<file path="src/rtl/cir_pkg.sv">
package cir_pkg;
  localparam int TMR_N   = 4;
  localparam int MBOX_N  = 4;
  localparam int CTRL_W  = 2 * TMR_N;
  localparam int BIT_MBX = TMR_N;
  localparam int BIT_GPU = BIT_MBX + MBOX_N;
  localparam int BIT_PMU = BIT_GPU + 1;
  localparam int PEND_W  = BIT_PMU + 1;

  localparam logic [7:0] A_GPU_ROUTE = 8'h0C;
  localparam logic [7:0] A_PMU_SET   = 8'h10;
  localparam logic [7:0] A_PMU_CLR   = 8'h14;
  localparam logic [7:0] A_TMR_CTRL  = 8'h40;
  localparam logic [7:0] A_IRQ_PEND  = 8'h60;
  localparam logic [7:0] A_FIQ_PEND  = 8'h70;

  // timer lines that land on IRQ: enabled for IRQ and not claimed by FIQ
  function automatic logic [TMR_N-1:0] tmr_to_irq(logic [CTRL_W-1:0] ctrl,
                                                  logic [TMR_N-1:0] lines);
    return lines & ctrl[TMR_N-1:0] & ~ctrl[CTRL_W-1:TMR_N];
  endfunction

  function automatic logic [TMR_N-1:0] tmr_to_fiq(logic [CTRL_W-1:0] ctrl,
                                                  logic [TMR_N-1:0] lines);
    return lines & ctrl[CTRL_W-1:TMR_N];
  endfunction

  function automatic logic [31:0] set_clr(logic [31:0] cur, logic do_set,
                                          logic do_clr, logic [31:0] bits);
    logic [31:0] nxt;
    nxt = cur;
    if (do_set) nxt = nxt | bits;
    if (do_clr) nxt = nxt & ~bits;
    return nxt;
  endfunction

  function automatic logic [7:0] slot(logic [7:0] base, int idx);
    return base + 8'(4 * idx);
  endfunction
endpackage

</file>
<file path="src/rtl/cir_regs.sv">
module cir_regs
  import cir_pkg::*;
#(
  parameter int NCORES = 4
) (
  input  logic                     clk,
  input  logic                     rst_n,
  input  logic                     bus_wr,
  input  logic [7:0]               bus_addr,
  input  logic [31:0]              bus_wdata,
  output logic [NCORES*CTRL_W-1:0] tmr_ctrl,
  output logic [2*$clog2(NCORES)-1:0] gpu_route,
  output logic [NCORES-1:0]        pmu_en,
  output logic                     pmu_set_hit,
  output logic                     pmu_clr_hit
);
  localparam int SELW = $clog2(NCORES);

  logic route_hit;
  logic unused_wdata_hi;

  assign pmu_set_hit     = bus_wr && (bus_addr == A_PMU_SET);
  assign pmu_clr_hit     = bus_wr && (bus_addr == A_PMU_CLR);
  assign route_hit       = bus_wr && (bus_addr == A_GPU_ROUTE);
  assign unused_wdata_hi = ^bus_wdata[31:CTRL_W];

  always_ff @(posedge clk) begin
    if (!rst_n) begin
      gpu_route <= '0;
      pmu_en    <= '0;
    end else begin
      if (route_hit) gpu_route <= bus_wdata[2*SELW-1:0];
      pmu_en <= NCORES'(set_clr(32'(pmu_en), pmu_set_hit, pmu_clr_hit, bus_wdata));
    end
  end

  for (genvar c = 0; c < NCORES; c++) begin : g_ctrl
    logic hit;
    assign hit = bus_wr && (bus_addr == slot(A_TMR_CTRL, c));
    always_ff @(posedge clk) begin
      if (!rst_n)   tmr_ctrl[c*CTRL_W +: CTRL_W] <= '0;
      else if (hit) tmr_ctrl[c*CTRL_W +: CTRL_W] <= bus_wdata[CTRL_W-1:0];
    end
  end
endmodule

</file>
<file path="src/rtl/cir_core_pend.sv">
module cir_core_pend
  import cir_pkg::*;
(
  input  logic [CTRL_W-1:0] ctrl,
  input  logic [TMR_N-1:0]  tmr_lines,
  input  logic [MBOX_N-1:0] mbox_lines,
  input  logic              gpu_irq_here,
  input  logic              gpu_fiq_here,
  input  logic              pmu_here,
  output logic [PEND_W-1:0] irq_pend,
  output logic [PEND_W-1:0] fiq_pend,
  output logic              irq_o,
  output logic              fiq_o
);
  always_comb begin
    irq_pend = '0;
    fiq_pend = '0;
    irq_pend[TMR_N-1:0]             = tmr_to_irq(ctrl, tmr_lines);
    fiq_pend[TMR_N-1:0]             = tmr_to_fiq(ctrl, tmr_lines);
    irq_pend[BIT_MBX +: MBOX_N]     = mbox_lines;
    irq_pend[BIT_GPU]               = gpu_irq_here;
    fiq_pend[BIT_GPU]               = gpu_fiq_here;
    irq_pend[BIT_PMU]               = pmu_here;
  end

  assign irq_o = |irq_pend;
  assign fiq_o = |fiq_pend;
endmodule

</file>
<file path="src/rtl/cir_rdmux.sv">
module cir_rdmux
  import cir_pkg::*;
#(
  parameter int NCORES = 4
) (
  input  logic [7:0]                  bus_addr,
  input  logic [NCORES*CTRL_W-1:0]    tmr_ctrl,
  input  logic [2*$clog2(NCORES)-1:0] gpu_route,
  input  logic [NCORES-1:0]           pmu_en,
  input  logic [NCORES*PEND_W-1:0]    irq_pend_all,
  input  logic [NCORES*PEND_W-1:0]    fiq_pend_all,
  output logic [31:0]                 bus_rdata
);
  localparam int SELW = $clog2(NCORES);

  always_comb begin
    bus_rdata = '0;
    if (bus_addr == A_GPU_ROUTE) bus_rdata[2*SELW-1:0] = gpu_route;
    if (bus_addr == A_PMU_SET || bus_addr == A_PMU_CLR) bus_rdata[NCORES-1:0] = pmu_en;
    for (int c = 0; c < NCORES; c++) begin
      if (bus_addr == slot(A_TMR_CTRL, c)) bus_rdata[CTRL_W-1:0] = tmr_ctrl[c*CTRL_W +: CTRL_W];
      if (bus_addr == slot(A_IRQ_PEND, c)) bus_rdata[PEND_W-1:0] = irq_pend_all[c*PEND_W +: PEND_W];
      if (bus_addr == slot(A_FIQ_PEND, c)) bus_rdata[PEND_W-1:0] = fiq_pend_all[c*PEND_W +: PEND_W];
    end
  end
endmodule

</file>
<file path="src/rtl/core_irq_router.sv">
module core_irq_router
  import cir_pkg::*;
#(
  parameter int NCORES = 4
) (
  input  logic                    clk,
  input  logic                    rst_n,
  input  logic                    bus_wr,
  input  logic [7:0]              bus_addr,
  input  logic [31:0]             bus_wdata,
  output logic [31:0]             bus_rdata,
  input  logic [NCORES*TMR_N-1:0] tmr_lines,
  input  logic [NCORES*MBOX_N-1:0] mbox_lines,
  input  logic                    gpu_irq,
  input  logic                    gpu_fiq,
  input  logic [NCORES-1:0]       pmu_lines,
  output logic [NCORES-1:0]       core_irq,
  output logic [NCORES-1:0]       core_fiq
);
  localparam int SELW = $clog2(NCORES);

  logic [NCORES*CTRL_W-1:0] tmr_ctrl;
  logic [2*SELW-1:0]        gpu_route;
  logic [NCORES-1:0]        pmu_en;
  logic                     pmu_set_hit;
  logic                     pmu_clr_hit;
  logic [NCORES*PEND_W-1:0] irq_pend_all;
  logic [NCORES*PEND_W-1:0] fiq_pend_all;
  logic [SELW-1:0]          gpu_irq_core;
  logic [SELW-1:0]          gpu_fiq_core;

  assign gpu_irq_core = gpu_route[SELW-1:0];
  assign gpu_fiq_core = gpu_route[2*SELW-1:SELW];

  cir_regs #(.NCORES(NCORES)) u_regs (
    .clk(clk), .rst_n(rst_n), .bus_wr(bus_wr), .bus_addr(bus_addr),
    .bus_wdata(bus_wdata), .tmr_ctrl(tmr_ctrl), .gpu_route(gpu_route),
    .pmu_en(pmu_en), .pmu_set_hit(pmu_set_hit), .pmu_clr_hit(pmu_clr_hit)
  );

  for (genvar c = 0; c < NCORES; c++) begin : g_core
    cir_core_pend u_pend (
      .ctrl         (tmr_ctrl[c*CTRL_W +: CTRL_W]),
      .tmr_lines    (tmr_lines[c*TMR_N +: TMR_N]),
      .mbox_lines   (mbox_lines[c*MBOX_N +: MBOX_N]),
      .gpu_irq_here (gpu_irq && (gpu_irq_core == SELW'(c))),
      .gpu_fiq_here (gpu_fiq && (gpu_fiq_core == SELW'(c))),
      .pmu_here     (pmu_lines[c] && pmu_en[c]),
      .irq_pend     (irq_pend_all[c*PEND_W +: PEND_W]),
      .fiq_pend     (fiq_pend_all[c*PEND_W +: PEND_W]),
      .irq_o        (core_irq[c]),
      .fiq_o        (core_fiq[c])
    );
  end

  cir_rdmux #(.NCORES(NCORES)) u_rdmux (
    .bus_addr(bus_addr), .tmr_ctrl(tmr_ctrl), .gpu_route(gpu_route),
    .pmu_en(pmu_en), .irq_pend_all(irq_pend_all), .fiq_pend_all(fiq_pend_all),
    .bus_rdata(bus_rdata)
  );
endmodule

</file>
<file path="config.mk">
export PLATFORM = sky130hd
export DESIGN_NAME = core_irq_router
export DESIGN_NICKNAME = d
export VERILOG_FILES = /design/src/rtl/cir_pkg.sv /design/src/rtl/cir_regs.sv /design/src/rtl/cir_core_pend.sv /design/src/rtl/cir_rdmux.sv /design/src/rtl/core_irq_router.sv
export SDC_FILE = /design/constraint.sdc
export NUM_CORES = 1
export LEC_CHECK = 0
export BUFFER_PORTS_ARGS = -buffer_cell sky130_fd_sc_hd__buf_2
export CORE_MARGIN = 2
export CORE_UTILIZATION = 49
export CTS_BUF_LIST = sky130_fd_sc_hd__clkbuf_16
export DETAILED_ROUTE_END_ITERATION = 12
export PLACE_DENSITY = 0.73
export SYNTH_ARGS = -nofsm -noshare
export SYNTH_HDL_FRONTEND = slang
export SYNTH_HIERARCHICAL = 1
export SYNTH_SLANG_ARGS = --single-unit
</file>
<file path="constraint.sdc">
create_clock -name clk -period 2.1 [get_ports clk]
set_input_delay 0.21 -clock clk [delete_from_list [all_inputs] [get_ports clk]]
set_output_delay 0.21 -clock clk [all_outputs]
set_load 0.02 [all_outputs]
</file>
==> qor.csv <==
stage,metric,value,unit
status,status,finished with violations,
status,violations,setup timing,
worst_setup_path,cpMostUsedCell,buf_6,
timing,hold_violations,0,
yosys,synth_warnings,6,
worst_setup_path,crit_cells,7,
min_path,holdPathStages,2,
worst_setup_path,r2r_slack,1190,ps
timing,worst_slack,-55.9,ps
global_routing,antenna_found_initial,0,
final_layout,fillers,785,
worst_setup_path,critPathTopFamily,simple AND/OR/NAND/NOR gates,
timing,skew,0,ps
final_layout,drive_gt1_frac,0.341,
floorplan,die_w,97.0,µm
worst_setup_path,path_buf_inv,2,
worst_setup_path,path_cells,buf_6 -> or4b_4 -> or3_1 -> o31ai_1 -> nand3_1 -> a311o_1 -> buf_6,
global_routing,grt_pass1_wl,22400,µm
floorplan,start_util,0.511,
pwr,power.leakage,2.28,nW
clock_network,path_clk_slew,50,ps
global_routing,use_met3,0.0470,
clock_network,cts_root_buf,clkbuf_16,
worst_setup_path,slowest_stage,or4b_4,
timing,slew_viol_final,0,
detailed_routing,initialDrtViolationCount,397,
pwr,ir_worst_vdd,0.633,mV
detailed_routing,viasPerCell,6.06,
final_layout,final_nets,738,
global_routing,top_usage_layer,met2,
yosys,syn_area_per_cell,7.55,µm²
pwr,power,1.94,mW
clock_network,cts_tree,done,
floorplan,core-area,8300,µm²
place,numPortBuffers,74,
final_layout,multi_input_area,3040,µm²
timing,final-setup-viol-count,3,
pwr,powerDensity,376,nW/µm²
timing,fin_crit,2160,ps
place,gp_congestion,0.960,
clock_network,cts.sinks,40,
global_routing,use_met1,0.396,
detailed_routing,drc_errors,0,
global_routing,grt_util_met2,0.489,
global_routing,gr-total-overflow,0,
detailed_routing,num_vias,4614,
yosys,netlist_instances,562,
final_layout,fin_area,5140,µm²
detailed_routing,dr.pass1.iters,5,
detailed_routing,ant_nets,0,
clock_network,clock_latency,280,ps
global_routing,grt_pass1_vias,4233,
yosys,syn_area,4240,µm²
timing,fin_crit_sh,1.03,
worst_setup_path,critPathMaxFanout,5,
floorplan,die_y,97.0,µm
job,cap_viol_max_count,0,
clock_network,postCtsHoldBufs,0,
timing,rsz0062_at_grt,yes,
worst_setup_path,cp-start-kind,input pin,
detailed_routing,wl,14600,µm
worst_setup_path,path_class,in -> out,
timing,fmax,0.464,GHz
clock_network,cts_made_buffers,5,
timing,maxSlewHeadroom,0.635,
timing,worstMarginPinSlew,548,ps
place,placed_area,4760,µm²
min_path,hold_path_class,in -> reg,
global_routing,grt_use_total,0.297,
global_routing,grt_max_degree,35,
worst_setup_path,worstPathArrival,1950,ps
detailed_routing,wire_per_inst,19.2,µm
worst_setup_path,end_kind,primary output,
place,dp_hpwl,11800,µm
worst_setup_path,reg2reg_depth,3,
floorplan,die-area,9410,µm²
worst_setup_path,cp_slowest_stage_delay,590,ps
clock_network,htreeDepth,2,
clock_network,clockBufferDepth,2,
final_layout,antenna_cells,0,
final_layout,syn_to_final_growth,21.3,%
final_layout,regArea,812,µm²
floorplan,rows,33,
floorplan,io_pins,121,
worst_setup_path,required,1890,ps
==> flip-flops by register name (all words and copies together) (netlist names), named ones only <==
| signal | flops |
|---|---|
| u_regs/gpu_route | 4 |
| u_regs/tmr_ctrl | 32 |
==> layer usage <==
metal / share of wire / wire (µm) / vias to the layer above
met1: 0.41 / 6070 / 2163
li1: - / - / 2134
met4: 0.030 / 445 / 0
met3: 0.091 / 1340 / 42
met2: 0.46 / 6790 / 275
met5: 0 / 0 / -
==> what timing repair did <==
item / in CTS / in global routing
buffers inserted: 2 / 0
resized for setup: 23 / 44
pin swaps: 10 / 20
setup endpoints to repair: 7 / 11
==> through the flow <==
step / setup TNS [ps] / hold slack, ps / util / worst slack, ps / cells
2_1_floorplan: 0 / 307 / - / 116 / 599
3_3_place_gp: -472 / 438 / 0.574 / -153 / 753
3_5_place_dp: -363 / 434 / 0.574 / -108 / 753
4_1_cts: -170 / 146 / 0.600 / -75.1 / 762
5_1_grt: -282 / 155 / 0.620 / -87.1 / 762
6_report: -111 / 137 / 0.620 / -55.9 / 762
==> layout by cell type (no fill, tap or decap), drive strengths merged, types with 4 or more instances in the layout <==
cell type  count
a211oi         8
a21oi         15
a221o          6
a221oi         8
a22oi          5
a31oi          5
a41oi          5
and2          22
and3           5
and3b          4
buf          152
clkbuf         5
conb          42
dfxtp         40
mux2i         50
nand2         89
nand3         13
nor2          44
nor2b          8
nor3           9
nor3b          8
nor4           9
o2111a         4
o21ai         24
o22ai         13
o31ai          6
or3            7
or4            4
or4b           6
==> final cells by class <==
cell class                      count  share of cell area
Multi-Input combinational cell    455               0.590
Inverter                            3             0.00292
Tap cell                          105              0.0255
Sequential cell                    40               0.158
Timing Repair Buffer              152               0.198
Clock inverter                      2             0.00146
Clock buffer                        5              0.0243
==> final timing paths <==
kind                             from                   to
setup / recovery          bus_addr[1]         bus_rdata[0]
hold / removal           bus_wdata[1]                 flop
setup reg to reg                 flop                 flop
hold reg to reg   u_regs/tmr_ctrl[10]  u_regs/tmr_ctrl[10]
==> worst register-to-register path, delay by kind of cell (launching register included) <==
family | cells | cell delay (ps)
flip-flops | 1 | 390
AO/OA/AOI/OAI | 2 | 280
buffers and inverters | 1 | 150
==> power by group <==
part	switching [mW]	internal, mW
sequential	0.00124	0.760
combinational	0.290	0.182
clock	0.278	0.424
(Power assumes the default switching activity.)
